### config.mk
export PLATFORM = sky130hd
export DESIGN_NAME = pwm_skip_trip
export DESIGN_NICKNAME = d
export VERILOG_FILES = /design/src/rtl/pwm_skip_pkg.sv /design/src/rtl/pwm_sync2.sv /design/src/rtl/pwm_frame_ctrl.sv /design/src/rtl/pwm_trip_gate.sv /design/src/rtl/pwm_skip_trip.sv
export SDC_FILE = /design/constraint.sdc
export NUM_CORES = 1
export LEC_CHECK = 0
export BUFFER_PORTS_ARGS = -buffer_cell sky130_fd_sc_hd__buf_4
export CELL_PAD_IN_SITES_DETAIL_PLACEMENT = 0
export CELL_PAD_IN_SITES_GLOBAL_PLACEMENT = 1
export CORE_UTILIZATION = 35
export DETAILED_ROUTE_END_ITERATION = 6
export GPL_ROUTABILITY_DRIVEN = 0
export GPL_TIMING_DRIVEN = 0
export PLACE_DENSITY = 0.74
export SLEW_MARGIN = 20
export SYNTH_ARGS = -nofsm -noshare
export SYNTH_HDL_FRONTEND = slang
export SYNTH_HIERARCHICAL = 1
export SYNTH_SLANG_ARGS = --single-unit
### constraint.sdc
create_clock -name clk -period 7 [get_ports clk]
set_clock_uncertainty 0.05 [all_clocks]
set_input_delay 1.05 -clock clk [delete_from_list [all_inputs] [get_ports clk]]
set_output_delay 1.05 -clock clk [all_outputs]
set_load 0.005 [all_outputs]
### src/rtl/pwm_skip_pkg.sv
package pwm_skip_pkg;

    typedef enum logic [0:0] {
        FR_SKIP  = 1'b0,
        FR_PULSE = 1'b1
    } frame_mode_t;

    typedef struct packed {
        logic volt_hi;
        logic over_cur;
    } sense_t;

    function automatic logic all_ones16(input logic [15:0] v);
        return &v;
    endfunction

endpackage

### src/rtl/pwm_sync2.sv
module pwm_sync2 #(
    parameter int WIDTH  = 2,
    parameter int STAGES = 2
) (
    input  logic             clk,
    input  logic             rst,
    input  logic [WIDTH-1:0] d,
    output logic [WIDTH-1:0] q
);
    logic [WIDTH-1:0] stage_q [STAGES];

    always_ff @(posedge clk) begin
        if (rst) stage_q[0] <= '0;
        else     stage_q[0] <= d;
    end

    for (genvar s = 1; s < STAGES; s++) begin : g_stage
        always_ff @(posedge clk) begin
            if (rst) stage_q[s] <= '0;
            else     stage_q[s] <= stage_q[s-1];
        end
    end

    assign q = stage_q[STAGES-1];

    // output follows the raw input two clocks later
    assert_sync_delay_R9: assert property (@(posedge clk) disable iff (rst)
        (!$past(rst) && !$past(rst, 2)) |-> (q == $past(d, 2)));
endmodule

### src/rtl/pwm_frame_ctrl.sv
module pwm_frame_ctrl
    import pwm_skip_pkg::*;
#(
    parameter int CNT_W  = 16,
    parameter int DUTY_W = 16
) (
    input  logic              clk,
    input  logic              rst,
    input  logic [CNT_W-1:0]  frame_last,
    input  logic [DUTY_W-1:0] duty_in,
    input  logic              volt_hi_s,
    output logic [CNT_W-1:0]  cnt_o,
    output frame_mode_t       mode_o,
    output logic [DUTY_W-1:0] duty_o,
    output logic              done_o,
    output logic              frame_end_o
);
    logic [CNT_W-1:0]  cnt_q;
    frame_mode_t       mode_q;
    logic [DUTY_W-1:0] duty_q;
    logic              done_q;
    logic              frame_end;

    assign frame_end = (cnt_q >= frame_last);

    always_ff @(posedge clk) begin
        if (rst) begin
            cnt_q  <= '0;
            mode_q <= FR_SKIP;
            duty_q <= '0;
            done_q <= 1'b0;
        end else if (frame_end) begin
            cnt_q <= '0;
            if (!volt_hi_s) begin
                mode_q <= FR_PULSE;
                duty_q <= duty_in;
                done_q <= 1'b1;
            end else begin
                mode_q <= FR_SKIP;
                done_q <= 1'b0;
            end
        end else begin
            cnt_q  <= cnt_q + 1'b1;
            done_q <= 1'b0;
        end
    end

    assign cnt_o       = cnt_q;
    assign mode_o      = mode_q;
    assign duty_o      = duty_q;
    assign done_o      = done_q;
    assign frame_end_o = frame_end;

    // low sample at the last clock opens a pulsing frame with fresh duty
    assert_pulse_open_R2: assert property (@(posedge clk) disable iff (rst)
        (frame_end && !volt_hi_s) |=> (done_o && mode_o == FR_PULSE && duty_o == $past(duty_in)));
    // high sample gives a skipped frame with no strobe
    assert_skip_frame_R3: assert property (@(posedge clk) disable iff (rst)
        (frame_end && volt_hi_s) |=> (!done_o && mode_o == FR_SKIP));
    // duty stays put away from frame boundaries
    assert_duty_hold_R4: assert property (@(posedge clk) disable iff (rst)
        !frame_end |=> $stable(duty_o));
    // strobe only in the first clock of a frame
    assert_done_first_R5: assert property (@(posedge clk) disable iff (rst)
        done_o |-> (cnt_o == '0));
endmodule

### src/rtl/pwm_trip_gate.sv
module pwm_trip_gate
    import pwm_skip_pkg::*;
#(
    parameter int CNT_W  = 16,
    parameter int DUTY_W = 16
) (
    input  logic              clk,
    input  logic              rst,
    input  logic              frame_end,
    input  logic              over_cur_s,
    input  frame_mode_t       mode,
    input  logic [CNT_W-1:0]  cnt,
    input  logic [DUTY_W-1:0] duty_q,
    input  logic [DUTY_W-1:0] duty_in,
    output logic              gate_o
);
    localparam int CMP_W = (CNT_W > DUTY_W) ? CNT_W : DUTY_W;

    logic trip_q;
    logic full_q;
    logic below;

    always_ff @(posedge clk) begin
        if (rst) begin
            trip_q <= 1'b0;
            full_q <= 1'b0;
        end else begin
            full_q <= &duty_in;
            if (frame_end) trip_q <= 1'b0;
            else           trip_q <= trip_q | over_cur_s;
        end
    end

    assign below  = CMP_W'(cnt) < CMP_W'(duty_q);
    assign gate_o = full_q |
                    ((mode == FR_PULSE) & below & ~trip_q & ~over_cur_s);

    // a trip seen mid-frame keeps the gate low next clock
    assert_trip_hold_R6: assert property (@(posedge clk) disable iff (rst)
        (over_cur_s && !frame_end && !(&duty_in)) |=> !gate_o);
    // all-ones duty drives the gate high on the following clock
    assert_full_high_R8: assert property (@(posedge clk) disable iff (rst)
        (&duty_in) |=> gate_o);
    // reset leaves the gate low
    assert_reset_low_R10: assert property (@(posedge clk)
        rst |=> !gate_o);
endmodule

### src/rtl/pwm_skip_trip.sv
module pwm_skip_trip
    import pwm_skip_pkg::*;
#(
    parameter int CNT_W  = 16,
    parameter int DUTY_W = 16
) (
    input  logic              clk,
    input  logic              rst,
    input  logic [DUTY_W-1:0] duty,
    input  logic [CNT_W-1:0]  frame_last,
    input  logic              volt_hi,
    input  logic              over_cur,
    output logic              gate,
    output logic              frame_done
);
    sense_t            raw, synced;
    logic [CNT_W-1:0]  cnt;
    frame_mode_t       mode;
    logic [DUTY_W-1:0] duty_q;
    logic              frame_end;

    assign raw.volt_hi  = volt_hi;
    assign raw.over_cur = over_cur;

    pwm_sync2 #(.WIDTH($bits(sense_t)), .STAGES(2)) u_sync (
        .clk (clk),
        .rst (rst),
        .d   (raw),
        .q   (synced)
    );

    pwm_frame_ctrl #(.CNT_W(CNT_W), .DUTY_W(DUTY_W)) u_frame (
        .clk         (clk),
        .rst         (rst),
        .frame_last  (frame_last),
        .duty_in     (duty),
        .volt_hi_s   (synced.volt_hi),
        .cnt_o       (cnt),
        .mode_o      (mode),
        .duty_o      (duty_q),
        .done_o      (frame_done),
        .frame_end_o (frame_end)
    );

    pwm_trip_gate #(.CNT_W(CNT_W), .DUTY_W(DUTY_W)) u_gate (
        .clk        (clk),
        .rst        (rst),
        .frame_end  (frame_end),
        .over_cur_s (synced.over_cur),
        .mode       (mode),
        .cnt        (cnt),
        .duty_q     (duty_q),
        .duty_in    (duty),
        .gate_o     (gate)
    );
endmodule

==> results of run 1 <==
-- stage by stage --
stage | worst slack (ns) | utilization, % | total power (W) | area (um^2) | std cells
5_1_grt | 3.756 | 43.46 | 0.0004667 | 3203 | 456
4_1_cts | 3.958 | 43.46 | 0.0004543 | 3203 | 456
3_3_place_gp | 3.717 | 42.14 | 0.0002883 | 3105 | 448
3_5_place_dp | 3.676 | 42.14 | 0.0002891 | 3105 | 448
2_1_floorplan | 4.127 | - | 0.0002636 | 2704 | 312
6_report | 3.986 | 43.46 | 0.0004484 | 3203 | 456
-- state kept, by name, summed over array words and instances, names as in the netlist --
| name | flops |
|---|---|
| u_frame/duty_o | 16 |
| u_gate/trip_q | 1 |
| u_frame/cnt_o | 16 |
| u_frame/mode_o | 1 |
| u_sync/stage_q | 4 |
| u_frame/done_o | 1 |
| u_gate/full_q | 1 |
-- power by group --
group	switching [W]	internal, W
clock	0.0000851	0.0000798
combinational	0.0000248	0.0000253
sequential	0.00000325	0.000230
-- worst min-delay path by stage --
stage               slack (ns)  depth (start not counted)            startpoint              endpoint
finish                    0.40                          1  u_sync/stage_q[0][1]  u_sync/stage_q[1][1]
global route              0.41                          1  u_sync/stage_q[0][0]  u_sync/stage_q[1][0]
CTS                       0.40                          1  u_sync/stage_q[0][0]  u_sync/stage_q[1][0]
detailed placement        0.38                          1  u_sync/stage_q[0][1]  u_sync/stage_q[1][1]
global placement          0.37                          1  u_sync/stage_q[0][0]  u_sync/stage_q[1][0]
floorplan                 0.36                          1  u_sync/stage_q[0][0]  u_sync/stage_q[1][0]
-- worst max-delay path: cells and delay by family (launching register included) --
kind / cells / cell delay [ns]
flip-flops: 1 / 0.35
AO/OA/AOI/OAI: 4 / 0.80
adder cells (fa/ha/maj): 1 / 0.28
buffers and inverters: 2 / 0.19
-- per-layer routing --
metal	track usage [%]	vias to the layer above	wire length, um
met5	0	-	0
met4	3.629	0	59
met1	22.73	1060	3225
met3	2.961	8	250
met2	27.37	51	2887
li1	-	1217	-
-- layout make-up --
type                            count  area (um^2)
Buffer                             15        65.06
Clock buffer                        6        82.58
Clock inverter                      2        15.01
Fill cell                         790         4167
Inverter                           51        191.4
Multi-Input combinational cell    206         1647
Sequential cell                    40        800.8
Tap cell                           99        123.9
Timing Repair Buffer               37        277.8
-- logic make-up after synthesis --
| group | after synthesis |
|---|---|
| and+or+nand+nor | 102 |
| buffers and inverters | 66 |
| AOI/OAI and AO/OA | 58 |
| DFF | 40 |
| adders and majority gates | 32 |
| xor gates and xnor gates | 14 |
-- synthesized netlist by cell type, types with 2 or more instances --
master,number
a21o_1,2
a21oi_1,9
o21ai_0,3
xnor2_1,4
inv_1,50
nor3_1,11
dfxtp_1,40
xor2_1,10
and3b_1,15
o21a_1,2
a31oi_1,15
clkbuf_1,13
o41ai_1,15
nor2b_1,5
nand3_1,6
nand2b_1,2
and3_1,3
nor3b_1,17
nor4_1,3
nor3_2,8
a211oi_1,2
nand4_1,12
ha_1,32
nor2_1,5
nand2_1,9
==> results.json, run 1 <==
{
  "synth_enable_flop_cells": 0,
  "syn_avg_cell_area_um2": 8.666,
  "die_x_um": 89.90,
  "antenna_left": 0,
  "irDropWorstVdd_uv": 60.05,
  "wl_um": 6422,
  "vias_per_cell": 5.123,
  "worstPathCellList": "inv_1 > ha_1 > a21o_1 > a21o_1 > a211oi_1 > a2bb2oi_1 > buf_4",
  "grt_max_degree": 14,
  "routedWlPerCell_um": 14.08,
  "grt_first_pass_wirelength_um": 10990,
  "cts_setup_buffers": 0,
  "crit_fanout": 3,
  "ys_warn_count": 6,
  "synthXorXnorAreaFrac_pct": 4.535,
  "synth_top_area_share_pct": 29.62,
  "num_rows": 31,
  "timing.hold.ws_ns": 0.3971,
  "cts-htree-levels": 2,
  "async_flop_share_pct": 0,
  "cts_hold_buf": 0,
  "synthAdderAreaFrac_pct": 14.81,
  "gr-total-overflow": 0,
  "crit_top_cell": "a21o_1",
  "grt_use_total_pct": 16.64,
  "drt_pass1_iterations": 4,
  "cp.required_ns": 5.90,
  "io-pin-count": 38,
  "p_leak_nw": 1.461,
  "synth-compound-area-share_pct": 15.59,
  "cts-root-buf": "clkbuf_8",
  "cp_data_arrival_time_ns": 1.91,
  "syn_area_um2": 2704,
  "clk_latency_ns": 0.29,
  "synthMuxAreaShare_pct": 0,
  "drive_above_1_share_pct": 16.81,
  "rsz0062_at_grt": "false",
  "synthSimpleGateAreaFrac_pct": 25.96,
  "initialDrtViolationCount": 76,
  "grt_pass1_vias": 2321,
  "path_clk_slew_ns": 0.08,
  "path_class": "reg -> out",
  "final_cell_mix": "inv_1, dfxtp_1, buf_4",
  "core_area_um2": 7370,
  "finalCritPeriodShare_pct": 43.06,
  "clock_path_buffers": 2,
  "dp_hpwl_um": 5043,
  "synth_area_leader_cell": "dfxtp_1",
  "portBuffers": 37,
  "critPathCaptureType": "output pin",
  "synth_nets": 380,
  "cp-start-kind": "register",
  "syn_inst": 312,
  "antenna_found_initial": 0,
  "drv_cap": 0,
  "max_freq_mhz": 331.7,
  "setup_viol_count_final": 0,
  "diodes": 0,
  "worstSetupStartpoint": "u_frame/duty_o[13]",
  "final_common_cell": "inv_1",
  "die_y_um": 89.90,
  "reg2reg_to": "u_gate/trip_q",
  "hold_viol": 0,
  "synth_seq_cells": 40,
  "dieArea_um2": 8081,
  "ys_seq_area_share_pct": 29.62,
  "worstMarginPinSlew_ns": 0.8750,
  "cts_sinks": 40,
  "numCtsBuffers": 5,
  "ys.flop_type": "dfxtp_1",
  "synthTopCellsByArea": "dfxtp_1, ha_1, inv_1, and3b_1, o41ai_1",
  "routed-via-count": 2336,
  "power_density_nw_per_um2": 140.0,
  "drc": 0,
  "nets": 424,
  "max_stage_delay_ns": 0.35,
  "area_delta_synth_final_pct": 18.46,
  "cts_resized": 0,
  "tritoncts": "done",
  "synth_cell_types": 44,
  "min_path_type": "reg -> reg",
  "status": "complete, no violations",
  "synth_top_family_by_area": "simple AND/OR/NAND/NOR gates",
  "slew_violations": 0,
  "ff2ff_setup_slack_ns": 4.41,
  "r2r_start": "u_frame/cnt_o[0]",
  "reg2regPathDepth": 9,
  "cpMaxStageDelayCell": "dfxtp_1",
  "slew_headroom_pct": 41.27,
  "start_util_pct": 36.69,
  "tns_ns": 0,
  "crit_end": "gate",
  "period_needed_ns": 3.014
}
(Power assumes the default switching activity.)
==> run 2: changes to the inputs <==
--- a/config.mk
+++ b/config.mk
@@ -12,7 +12,7 @@
 export DETAILED_ROUTE_END_ITERATION = 6
 export GPL_ROUTABILITY_DRIVEN = 0
 export GPL_TIMING_DRIVEN = 0
-export PLACE_DENSITY = 0.74
+export PLACE_DENSITY = 0.76
 export SLEW_MARGIN = 20
 export SYNTH_ARGS = -nofsm -noshare
 export SYNTH_HDL_FRONTEND = slang
==> constraint.sdc (replaced) <==
create_clock -name clk -period 2.7 [get_ports clk]
set_clock_uncertainty 0.05 [all_clocks]
set_input_delay 0.405 -clock clk [delete_from_list [all_inputs] [get_ports clk]]
set_output_delay 0.405 -clock clk [all_outputs]
set_load 0.005 [all_outputs]
==> run 2 against run 1 <==
Routed wire length rose by 1.2%. Utilization increased by 1.3 points. Sequential share of layout area fell by 0.70 points. Critical path depth up 2. Worst setup slack lost 3.7 ns. Die area stayed put. Hold slack got worse by 0.13 ns. Register-to-register slack got worse by 4.2 ns. Clock power rose to 4.1 times the previous value. Critical endpoint is now u_frame/duty_o[8]. Highest routed layer unchanged.
==> results.json, run 2 (same netlist as run 1, synthesis figures left out) <==
{
  "vias_per_cell": 5.279,
  "slew_violations": 0,
  "antenna_found_initial": 0,
  "grt_max_degree": 14,
  "timing.hold.ws_ns": 0.2678,
  "worstSetupStartpoint": "u_frame/cnt_o[0]",
  "ff2ff_setup_slack_ns": 0.26,
  "clk_latency_ns": 0.29,
  "path_clk_slew_ns": 0.08,
  "wl_um": 6502,
  "met1_length_um": 3266,
  "drive_above_1_share_pct": 18.06,
  "min_path_type": "in -> reg",
  "r2r_start": "u_frame/cnt_o[0]",
  "final_cell_mix": "inv_1, buf_4, dfxtp_1",
  "final_common_cell": "inv_1",
  "die_y_um": 89.90,
  "num_rows": 31,
  "fin_util_pct": 44.72,
  "cts-htree-levels": 2,
  "reg2regPathDepth": 9,
  "finalCritPeriodShare_pct": 90.52,
  "dr_wl_met2_um": 2844,
  "cp.required_ns": 2.82,
  "gr-total-overflow": 0,
  "clock_path_buffers": 2,
  "antenna_left": 0,
  "grt_use_total_pct": 16.58,
  "grt_pass1_vias": 2243,
  "io-pin-count": 38,
  "drt_pass1_iterations": 4,
  "min_delay_worst_endpoint": "u_sync/stage_q[0][0]",
  "worstMarginPinSlew_ns": 0.6877,
  "diodes": 0,
  "die_x_um": 89.90,
  "hold_viol": 0,
  "start_util_pct": 36.69,
  "topRoutingLayerUsed": "met4",
  "slew_headroom_pct": 54.15,
  "dp_hpwl_um": 4957,
  "portBuffers": 37,
  "crit_fanout": 10,
  "wl_met3_um": 321,
  "path_class": "reg -> reg",
  "area_delta_synth_final_pct": 21.89,
  "nets": 427,
  "dieArea_um2": 8081,
  "routed-via-count": 2423,
  "cts_sinks": 40,
  "status": "complete, no violations",
  "critPathCaptureType": "register",
  "numCtsBuffers": 5,
  "rsz0062_at_grt": "false",
  "tns_ns": 0,
  "power_density_nw_per_um2": 430.2,
  "hold_depth": 2,
  "irDropWorstVdd_uv": 206.2,
  "cts-root-buf": "clkbuf_8",
  "grt_first_pass_wirelength_um": 10930,
  "reg2reg_to": "u_frame/duty_o[8]",
  "drc": 0,
  "routedWlPerCell_um": 14.17,
  "period_needed_ns": 2.444,
  "cp_data_arrival_time_ns": 2.56,
  "tritoncts": "done",
  "initialDrtViolationCount": 107,
  "setup_viol_count_final": 0,
  "p_leak_nw": 1.510,
  "drv_cap": 0,
  "max_freq_mhz": 409.2,
  "hold_start": "over_cur",
  "cp-start-kind": "register",
  "core_area_um2": 7370
}
[run 2: changes by cell type in the layout (fill, tap and decap cells not counted), sizes merged]
| cell | before | now |
|---|---|---|
| bufinv | 0 | 3 |
| buf | 39 | 42 |
| clkbuf | 19 | 18 |
| clkinvlp | 2 | 0 |
[run 2: worst max-delay path, cell delays in order, from the launching register on]
cell and delay (ns):
dfxtp_1 0.43, inv_1 0.07, ha_1 0.26, nand2b_1 0.14
a2111o_1 0.45, and3_4 0.21, nor3_4 0.24, buf_4 0.15
buf_2 0.23, o41ai_1 0.10
[run 2: layer usage]
| layer | vias up | global-route usage [%] |
|---|---|---|
| met5 | - | 0 |
| met4 | 0 | 4.704 |
| met3 | 7 | 2.876 |
| met2 | 63 | 25.45 |
| met1 | 1132 | 23.75 |
| li1 | 1221 | - |
[run 2: metrics by stage]
stage	power (W)	instances	setup WS (ns)	area (um^2)
6_report	0.001418	459	0.2560	3296
3_3_place_gp	0.0007476	448	0.08045	3105
3_5_place_dp	0.0007496	448	0.07337	3105
2_1_floorplan	0.0006835	312	0.4560	2704
4_1_cts	0.001434	456	0.1253	3264
5_1_grt	0.001476	459	0.1049	3296
[run 2: timing repair]
action | CTS | global route
hold buffers | 0 | 0
buffers inserted | 0 | 3
setup endpoints to repair | 0 | 13
resized for setup | 0 | 2
[run 2: cell type report]
class | count | area [um^2]
multi-input combinational | 206 | 1655
sequential | 40 | 800.8
clock inverter | 3 | 90.09
inverter | 51 | 191.4
clock buffer | 5 | 68.82
buffer | 15 | 65.06
fill | 760 | 4074
tap | 99 | 123.9
timing repair buffer | 40 | 300.3
[run 2: power breakdown]
group / total (W) / leakage, nW / switching, W / internal, W
Combinational: 0.000130 / 1.11 / 0.0000646 / 0.0000655
Sequential: 0.000605 / 0.324 / 0.00000819 / 0.000597
Clock: 0.000683 / 0.0784 / 0.000220 / 0.000462
Total: 0.00142 / 1.51 / 0.000293 / 0.00112
[run 2: worst max-delay path by stage]
| stage | endpoint | slack, ns |
|---|---|---|
| after floorplan | u_frame/duty_o[15] | 0.46 |
| after global placement | u_frame/duty_o[9] | 0.08 |
| after detailed placement | u_frame/duty_o[9] | 0.07 |
| after CTS | u_gate/trip_q | 0.13 |
| after global routing | u_frame/duty_o[7] | 0.10 |
| final | u_frame/duty_o[8] | 0.26 |
